File: src/rtl/strap_pkg.sv
package strap_pkg;
  localparam int PIN_COUNT = 2;
  localparam int CPU_W = 11;
  localparam int PCI_W = 9;

  typedef struct packed {
    logic [CPU_W-1:0] cpu;
    logic [PCI_W-1:0] pci;
  } freq_pair_t;

  function automatic freq_pair_t freq_lookup(input logic fs1, input logic fs0);
    freq_pair_t f;
    unique case ({fs1, fs0})
      2'b11:   begin f.cpu = CPU_W'(1333); f.pci = PCI_W'(333); end
      2'b10:   begin f.cpu = CPU_W'(1050); f.pci = PCI_W'(350); end
      2'b01:   begin f.cpu = CPU_W'(1000); f.pci = PCI_W'(333); end
      default: begin f.cpu = CPU_W'(668);  f.pci = PCI_W'(333); end
    endcase
    return f;
  endfunction
endpackage

File: src/rtl/strap_window_timer.sv
module strap_window_timer #(
  parameter int WINDOW_CYCLES = 28636
) (
  input  logic clk_ref,
  input  logic pwr_good,
  output logic capture,
  output logic done
);
  localparam int CW = $clog2(WINDOW_CYCLES + 1);
  localparam logic [CW-1:0] LAST = CW'(WINDOW_CYCLES - 1);

  logic [CW-1:0] cnt;

  assign capture = !done && (cnt == LAST);

  always_ff @(posedge clk_ref or negedge pwr_good) begin
    if (!pwr_good) begin
      cnt  <= '0;
      done <= 1'b0;
    end else if (capture) begin
      done <= 1'b1;
    end else if (!done) begin
      cnt <= cnt + 1'b1;
    end
  end
endmodule

File: src/rtl/strap_hold_cell.sv
module strap_hold_cell #(
  parameter int SYNC_STAGES = 2
) (
  input  logic clk_ref,
  input  logic pwr_good,
  input  logic pad_level,
  input  logic capture,
  output logic held
);
  logic [SYNC_STAGES-1:0] sync_q;

  always_ff @(posedge clk_ref or negedge pwr_good) begin
    if (!pwr_good) begin
      sync_q <= '0;
      held   <= 1'b0;
    end else begin
      sync_q <= {sync_q[SYNC_STAGES-2:0], pad_level};
      if (capture) held <= sync_q[SYNC_STAGES-1];
    end
  end
endmodule

File: src/rtl/strap_clock_route.sv
module strap_clock_route (
  input  logic [1:0] drv_en,
  input  logic       sel_24,
  input  logic       ref_src,
  input  logic       clk24_src,
  input  logic       clk48_src,
  output logic [1:0] pad_out
);
  logic [1:0] src;

  always_comb begin
    src[0] = ref_src;
    src[1] = sel_24 ? clk24_src : clk48_src;
  end

  for (genvar p = 0; p < 2; p++) begin : g_gate
    assign pad_out[p] = drv_en[p] & src[p];
  end
endmodule

File: src/rtl/strap_freq_decode.sv
module strap_freq_decode
  import strap_pkg::*;
(
  input  logic             valid,
  input  logic             fs1,
  input  logic             fs0,
  output logic [CPU_W-1:0] cpu_freq,
  output logic [PCI_W-1:0] pci_freq
);
  freq_pair_t pair;

  always_comb begin
    pair = freq_lookup(fs1, fs0);
    if (!valid) begin
      cpu_freq = '0;
      pci_freq = '0;
    end else begin
      cpu_freq = pair.cpu;
      pci_freq = pair.pci;
    end
  end
endmodule

File: src/rtl/strap_latch_top.sv
module strap_latch_top
  import strap_pkg::*;
#(
  parameter int WINDOW_CYCLES = 28636,
  parameter int SYNC_STAGES   = 2
) (
  input  logic                 clk_ref,
  input  logic                 pwr_good,
  input  logic [PIN_COUNT-1:0] pad_in,
  input  logic                 ref_src,
  input  logic                 clk24_src,
  input  logic                 clk48_src,
  input  logic                 fs0,
  output logic [PIN_COUNT-1:0] pad_oe,
  output logic [PIN_COUNT-1:0] pad_out,
  output logic [PIN_COUNT-1:0] strap_q,
  output logic                 ready,
  output logic [CPU_W-1:0]     cpu_freq_dmhz,
  output logic [PCI_W-1:0]     pci_freq_dmhz
);
  logic capture;
  logic done;

  strap_window_timer #(.WINDOW_CYCLES(WINDOW_CYCLES)) u_timer (
    .clk_ref (clk_ref),
    .pwr_good(pwr_good),
    .capture (capture),
    .done    (done)
  );

  for (genvar p = 0; p < PIN_COUNT; p++) begin : g_pin
    strap_hold_cell #(.SYNC_STAGES(SYNC_STAGES)) u_hold (
      .clk_ref  (clk_ref),
      .pwr_good (pwr_good),
      .pad_level(pad_in[p]),
      .capture  (capture),
      .held     (strap_q[p])
    );
    assign pad_oe[p] = done;
  end

  assign ready = done;

  strap_clock_route u_route (
    .drv_en   (pad_oe),
    .sel_24   (strap_q[0]),
    .ref_src  (ref_src),
    .clk24_src(clk24_src),
    .clk48_src(clk48_src),
    .pad_out  (pad_out)
  );

  strap_freq_decode u_freq (
    .valid   (done),
    .fs1     (strap_q[1]),
    .fs0     (fs0),
    .cpu_freq(cpu_freq_dmhz),
    .pci_freq(pci_freq_dmhz)
  );
endmodule

File: config.mk
export PLATFORM = sky130hd
export DESIGN_NAME = strap_latch_top
export DESIGN_NICKNAME = d
export VERILOG_FILES = /design/src/rtl/strap_pkg.sv /design/src/rtl/strap_window_timer.sv /design/src/rtl/strap_hold_cell.sv /design/src/rtl/strap_clock_route.sv /design/src/rtl/strap_freq_decode.sv /design/src/rtl/strap_latch_top.sv
export SDC_FILE = /design/constraint.sdc
export NUM_CORES = 1
export LEC_CHECK = 0
export BUFFER_PORTS_ARGS = -buffer_cell sky130_fd_sc_hd__buf_2
export CAP_MARGIN = 30
export CELL_PAD_IN_SITES_DETAIL_PLACEMENT = 1
export CELL_PAD_IN_SITES_GLOBAL_PLACEMENT = 2
export CORE_ASPECT_RATIO = 1.4
export CORE_MARGIN = 4
export CORE_UTILIZATION = 29
export DETAILED_ROUTE_END_ITERATION = 10
export PLACE_DENSITY = 0.8
export REMOVE_ABC_BUFFERS = 1
export SLEW_MARGIN = 15
export SYNTH_ARGS = -nofsm -noshare
export SYNTH_HDL_FRONTEND = slang
export SYNTH_HIERARCHICAL = 1
export SYNTH_SLANG_ARGS = --single-unit
File: constraint.sdc
create_clock -name clk_ref -period 1.6 [get_ports clk_ref]
set_input_delay 0.08 -clock clk_ref [delete_from_list [all_inputs] [get_ports clk_ref]]
set_output_delay 0.08 -clock clk_ref [all_outputs]
set_load 0.01 [all_outputs]
# --- Word-level counts from Yosys, hierarchy flattened ---
# Cells that the tools add are included.
op_classes:
  addsub: 1
  n_eq_ne: 4
  mux: 4
  bitwise: 4
  n_reduce_logical: 3
ops:
  columns: ["operator", "count"]
  rows:
  - ["20-bit one-hot mux with 3 select lines", 1]
  - ["15-bit by 1-bit adder with 15-bit output (second input constant)", 1]
  - ["15-bit == test (second input constant)", 1]
  - ["11-bit 2-to-1 mux", 1]
  - ["9-bit 2-to-1 mux", 1]
  - ["2-bit == test (second input constant)", 2]
  - ["1-bit AND", 2]
  - ["2-bit by 1-bit == test with 1-bit output (second input constant)", 1]
  - ["1-bit NOT", 2]
  - ["2-bit AND reduction", 1]
  - ["1-bit logical AND", 1]
  - ["1-bit logical NOT", 1]
  - ["1-bit 2-to-1 mux", 1]
totals:
  reg_bits: 22
  input_bits: 8
  out_inout_bits: 27
  wordCells: 22

# --- Longest topological paths before layout ---
logic_depth:
  ltp_word: 4
  mapped_depth: 5
  ltp_nobuf: 5

# --- Cells and area by module ---
# Netlist, hierarchy kept.
by_module_without_submodules:
  columns: ["module", "instances", "cells_each", "area_per_inst_um2", "seq_area_each_um2"]
  rows:
  - ["strap_window_timer", 1, 65, 792.0, 400.4]
  - ["strap_freq_decode", 1, 33, 246.5, 0.0]
  - ["strap_hold_cell", 2, 4, 90.1, 75.1]
  - ["strap_clock_route", 1, 3, 22.5, 0.0]
  - ["strap_latch_top", 1, 2, 15.0, 0.0]

# --- Worst setup path after synthesis ---
# No wires, ideal clock.
synth_timing:
  path_kind: "reg-to-reg"
  start: "reg u_timer.cnt[2]"
  end: "reg g_pin[0].u_hold.held"
  setup_time_ps: 125
  arrival_ps: 1455
  required_time_ps: 1475
  setup_slack_ps: 20
  path_stages_with_launch: 5
  n_path_buf: 0
  path_cell_list: "dfrtp_1 -> and4bb_1 -> nand4_1 -> nor3_1 -> mux2_4"
synth_between:
  elab_chain_cells: 2
synth_lines:
  columns: ["item", "line", "rtl"]
  rows:
  - ["start: declaration", "strap_window_timer.sv:12", "logic [CW-1:0] cnt;"]
  - ["start signal: assignment", "strap_window_timer.sv:23", "cnt <= cnt + 1'b1;"]
  - ["15-bit == test", "strap_window_timer.sv:14", "assign capture = !done && (cnt == LAST);"]
  - ["1-bit logical AND", "strap_window_timer.sv:14", null]
  - ["via capture", "strap_latch_top.sv:21", "logic capture;"]
  - ["end signal: assignment", "strap_hold_cell.sv:18", "if (capture) held <= sync_q[SYNC_STAGES-1];"]
  - ["end: declaration", "strap_hold_cell.sv:8", "output logic held"]
# The timed path passes the listed nets, and every way through them passes these cells.
# A chain may end at the register's enable or synchronous reset.

# --- Worst setup path after layout ---
layout_timing:
  start: "reg u_timer.cnt[2]"
  end: "reg u_timer.cnt[11]"
layout_between:
  elab_chain_cells: 4
layout_lines:
  columns: ["item"]
  rows:
  - ["branches (longest 4 deep; another with 15-bit by 1-bit adder with 15-bit output)"]
# Several ways; the timed one is not identified.

==> impl_results.md <==
* Outcome: finished, final reports clean
* Mapped Cells at between 100 and 150
* Die X at around 64 um
* Vias per Instance at 4.70
* Critical path data arrival time at 1.78 ns
* Via count of the first global-routing pass at ~1000
* Critical path peak fanout at 5
* Root Buffer: clkbuf_8
* Worst R2R Start: u_timer/cnt[2]
* Die area at between 0.005 and 0.006 mm^2
* Pins Over Slew Limit at 0
* Routed via count at between 900 and 1000
* XOR/XNOR Fraction of Synth Area at 0.0906
* Total number of yosys warnings at 6
* GRT Overall Usage at 0.102
* Fmax at 0.626 GHz
* Die height at 85.9 um
* Final wirelength at around 2800 um
* FF+latch count, synth at 22
* Final setup fails at 0
* Clock skew at roughly 0.0066 ns
* Critical Path, Cell by Cell: buf_4, nand4_1, buf_4, or4_4, nor3_2, xor2_1
* Core box area at between 0.004 and 0.005 mm^2
* DRC at 0
* Synthesized cell area at roughly 0.0013 mm^2
* Max layer used: met4
* Avg WL per Cell at between 10 and 15 um
* I/O pin count at 35
* Hold Crit Class: input port to async pin
* CTS H-tree depth at 1
* Fin area at roughly 0.0016 mm^2
* Initial Util at 0.299
* M1 WL at approximately 1100 um
* Met2 wire length at 1570 um
* Area leader, netlist: dfrtp_1
* Diode count at 0
* Hpwl dp at between 2000 and 2500 um
* Main combinational cell family by area after synthesis: simple AND/OR/NAND/NOR gates
* Placed cell area at approximately 0.0015 mm^2
* Min Tclk post-route at approximately 1.6 ns
* Crit end category: register
* Most common cell on crit path: buf_4
* Final period util at 0.998
* Mux cell area share after synthesis at 0.0408
* I/O Buffers at 32
* Largest net degree at the start of global routing at 23
* Initial antenna violation count at 0
* Clk_lat worst skew at approximately 0.26 ns
* Grt ovf at 0
* Synth area leaders: dfrtp_1 44%, ha_1 8.0%, buf_4 7.2%, xor2_1 4.9%, xnor2_1 4.2%
* Crit path kind: register to register
* Compound-cell area share of the yosys netlist at 0.0120
* Nets@finish at between 150 and 200
* Clk sinks at 22
* Hold Fails Final Rpt at 0
* Fill count at 480
* Reg2reg path depth at 6
* Leak pwr at between 0.8 and 0.9 nW
* CP Data Required Time at between 1.5 and 2 ns
* CTS Buffer Depth at 2
* Clk slew on worst S/H paths at roughly 0.08 ns
* Met3 routed wirelength at between 100 and 150 um
* Worst path max stage delay at between 0.4 and 0.5 ns
* First-pass GRT wire length at between 4000 and 5000 um
* Synth cell types at 34
* Number of max-cap violations at 0
* Post-Synth Adder-Cell Area at 0.0797
* Final Total Pwr at about 0.93 mW
* Mean Syn Cell Area at about 11 um^2
* Row cnt at 28
* Power Density at 571 mW/mm^2
* Sequential element share of the synthesized area at 0.438
* TritonCTS clock tree: yes
* Slowest CP cell: or4_4
* Area share of and/or/nand/nor cells after synthesis at 0.248
* Total CTS buffers at 3
* Layout cells sized above 1 at 0.455
* Placer Congestion at between 0.7 and 0.8
* DR pass1 iterations at 3
* Area delta synth->final at 30.2%
* Yosys top cell area share at 0.438
* Worst R2R Setup Slack at ~0.0026 ns
* Worst flop-to-flop path endpoint: u_timer/cnt[11]
* Post-route ant nets at 0
* Worst Setup Start Kind: register
* Max VDD drop at between 0.2 and 0.3 mV
* DR iter-0 viols at 5
[repair_timing]
action	in CTS	in global routing
hold buffers	3	0
pin swaps	2	5
endpoints found under the hold margin	24	0
buffers inserted	1	7
setup endpoints to repair	7	12
gates resized for setup	3	7
cloned	0	0
[through the flow]
step | setup WS [ns] | TNS [ns] | hold slack (ns) | cells | util
3_3_place_gp | 0.0205 | 0 | 0.0657 | 187 | 0.348
2_1_floorplan | -0.105 | -0.525 | -0.216 | 99 | -
4_1_cts | 0.00861 | 0 | 0.335 | 194 | 0.370
6_report | 0.00263 | 0 | 0.311 | 201 | 0.389
3_5_place_dp | 0.0102 | 0 | 0.0723 | 187 | 0.348
5_1_grt | -0.0723 | -0.0935 | 0.360 | 201 | 0.389
[where the power goes]
group	switching, mW	internal [mW]	total [mW]
registers	0.00141	0.561	0.562
logic	0.0217	0.0141	0.0358
clock network	0.168	0.168	0.336
total	0.191	0.743	0.933
[cells in the mapped netlist]
cell type,count
nor2_1,5
and4bb_1,1
and3_1,1
mux2i_1,1
nor3_1,1
o21a_1,2
ha_1,8
nor4b_2,1
nand2_1,2
buf_2,1
and2_1,4
or4_4,1
nor2b_1,5
nor4_2,2
and4_1,1
nand4b_1,1
nor3b_1,3
mux2_4,2
nor4_1,1
nand4_2,1
nand4_1,2
mux2_2,1
and4b_1,1
dfrtp_1,22
nor3_2,1
buf_4,12
nand2b_1,1
conb_1,1
xnor2_1,6
or2b_1,1
inv_1,4
and4b_4,1
nand3_1,7
xor2_1,7
[how the worst max path moves through the flow]
stage | depth (start not counted) | end | startpoint | slack, ns
floorplan | 2 | g_pin[1].u_hold/held | u_timer/done | -0.11
global placement | 5 | g_pin[0].u_hold/held | u_timer/cnt[2] | 0.02
detailed placement | 5 | u_timer/cnt[1] | u_timer/cnt[0] | 0.01
CTS | 5 | g_pin[0].u_hold/held | u_timer/cnt[2] | 0.009
global route | 6 | u_timer/cnt[11] | u_timer/cnt[2] | -0.07
finish | 6 | u_timer/cnt[11] | u_timer/cnt[2] | 0.003
[routing by layer]
layer  global-route usage  vias up
met5                    0        -
met4               0.0589        0
met3              0.00786        6
met2                0.206       29
met1               0.0967      457
li1                     -      452
[cells by family (layout without fill, tap and decap cells)]
group	Yosys count	in the layout
and+or+nand+nor	44	44
DFF	22	22
buffers and inverters	17	61
xor gates and xnor gates	13	13
adders and majority gates	8	8
muxes	4	4
AOI/OAI and AO/OA	2	2
other	1	2
[registers in the layout, indices dropped and copies added (netlist names)]
name and flops:
u_timer/done 1, g_pin.u_hold/held 2, g_pin.u_hold/sync_q 4, u_timer/cnt 15
[placed cells by master, fill, tap and decap left out, types with 4 or more instances in the layout]
cell / n
xnor2_1: 6
buf_2: 32
dfrtp_1: 18
nor2b_1: 5
and2_1: 4
xor2_1: 7
ha_1: 7
nand3_1: 7
buf_4: 19
inv_1: 4
dfrtp_2: 4
[area by class of cell]
class	instances	area (um^2)	area share
flip-flops and latches	22	556	0.340
clock buffers	3	41.3	0.0252
repair buffers	54	333	0.204
multi-input cells	73	634	0.388
well taps	45	56.3	0.0344
inverters	4	15.0	0.00918
[worst max-delay path, delay by kind of cell, from the launching register on]
family / cells / cell delay, ns
buf+inv: 2 / 0.31
flops: 1 / 0.38
xor+xnor: 1 / 0.17
simple gates: 3 / 0.66
Power figures use the tool's default switching activity.
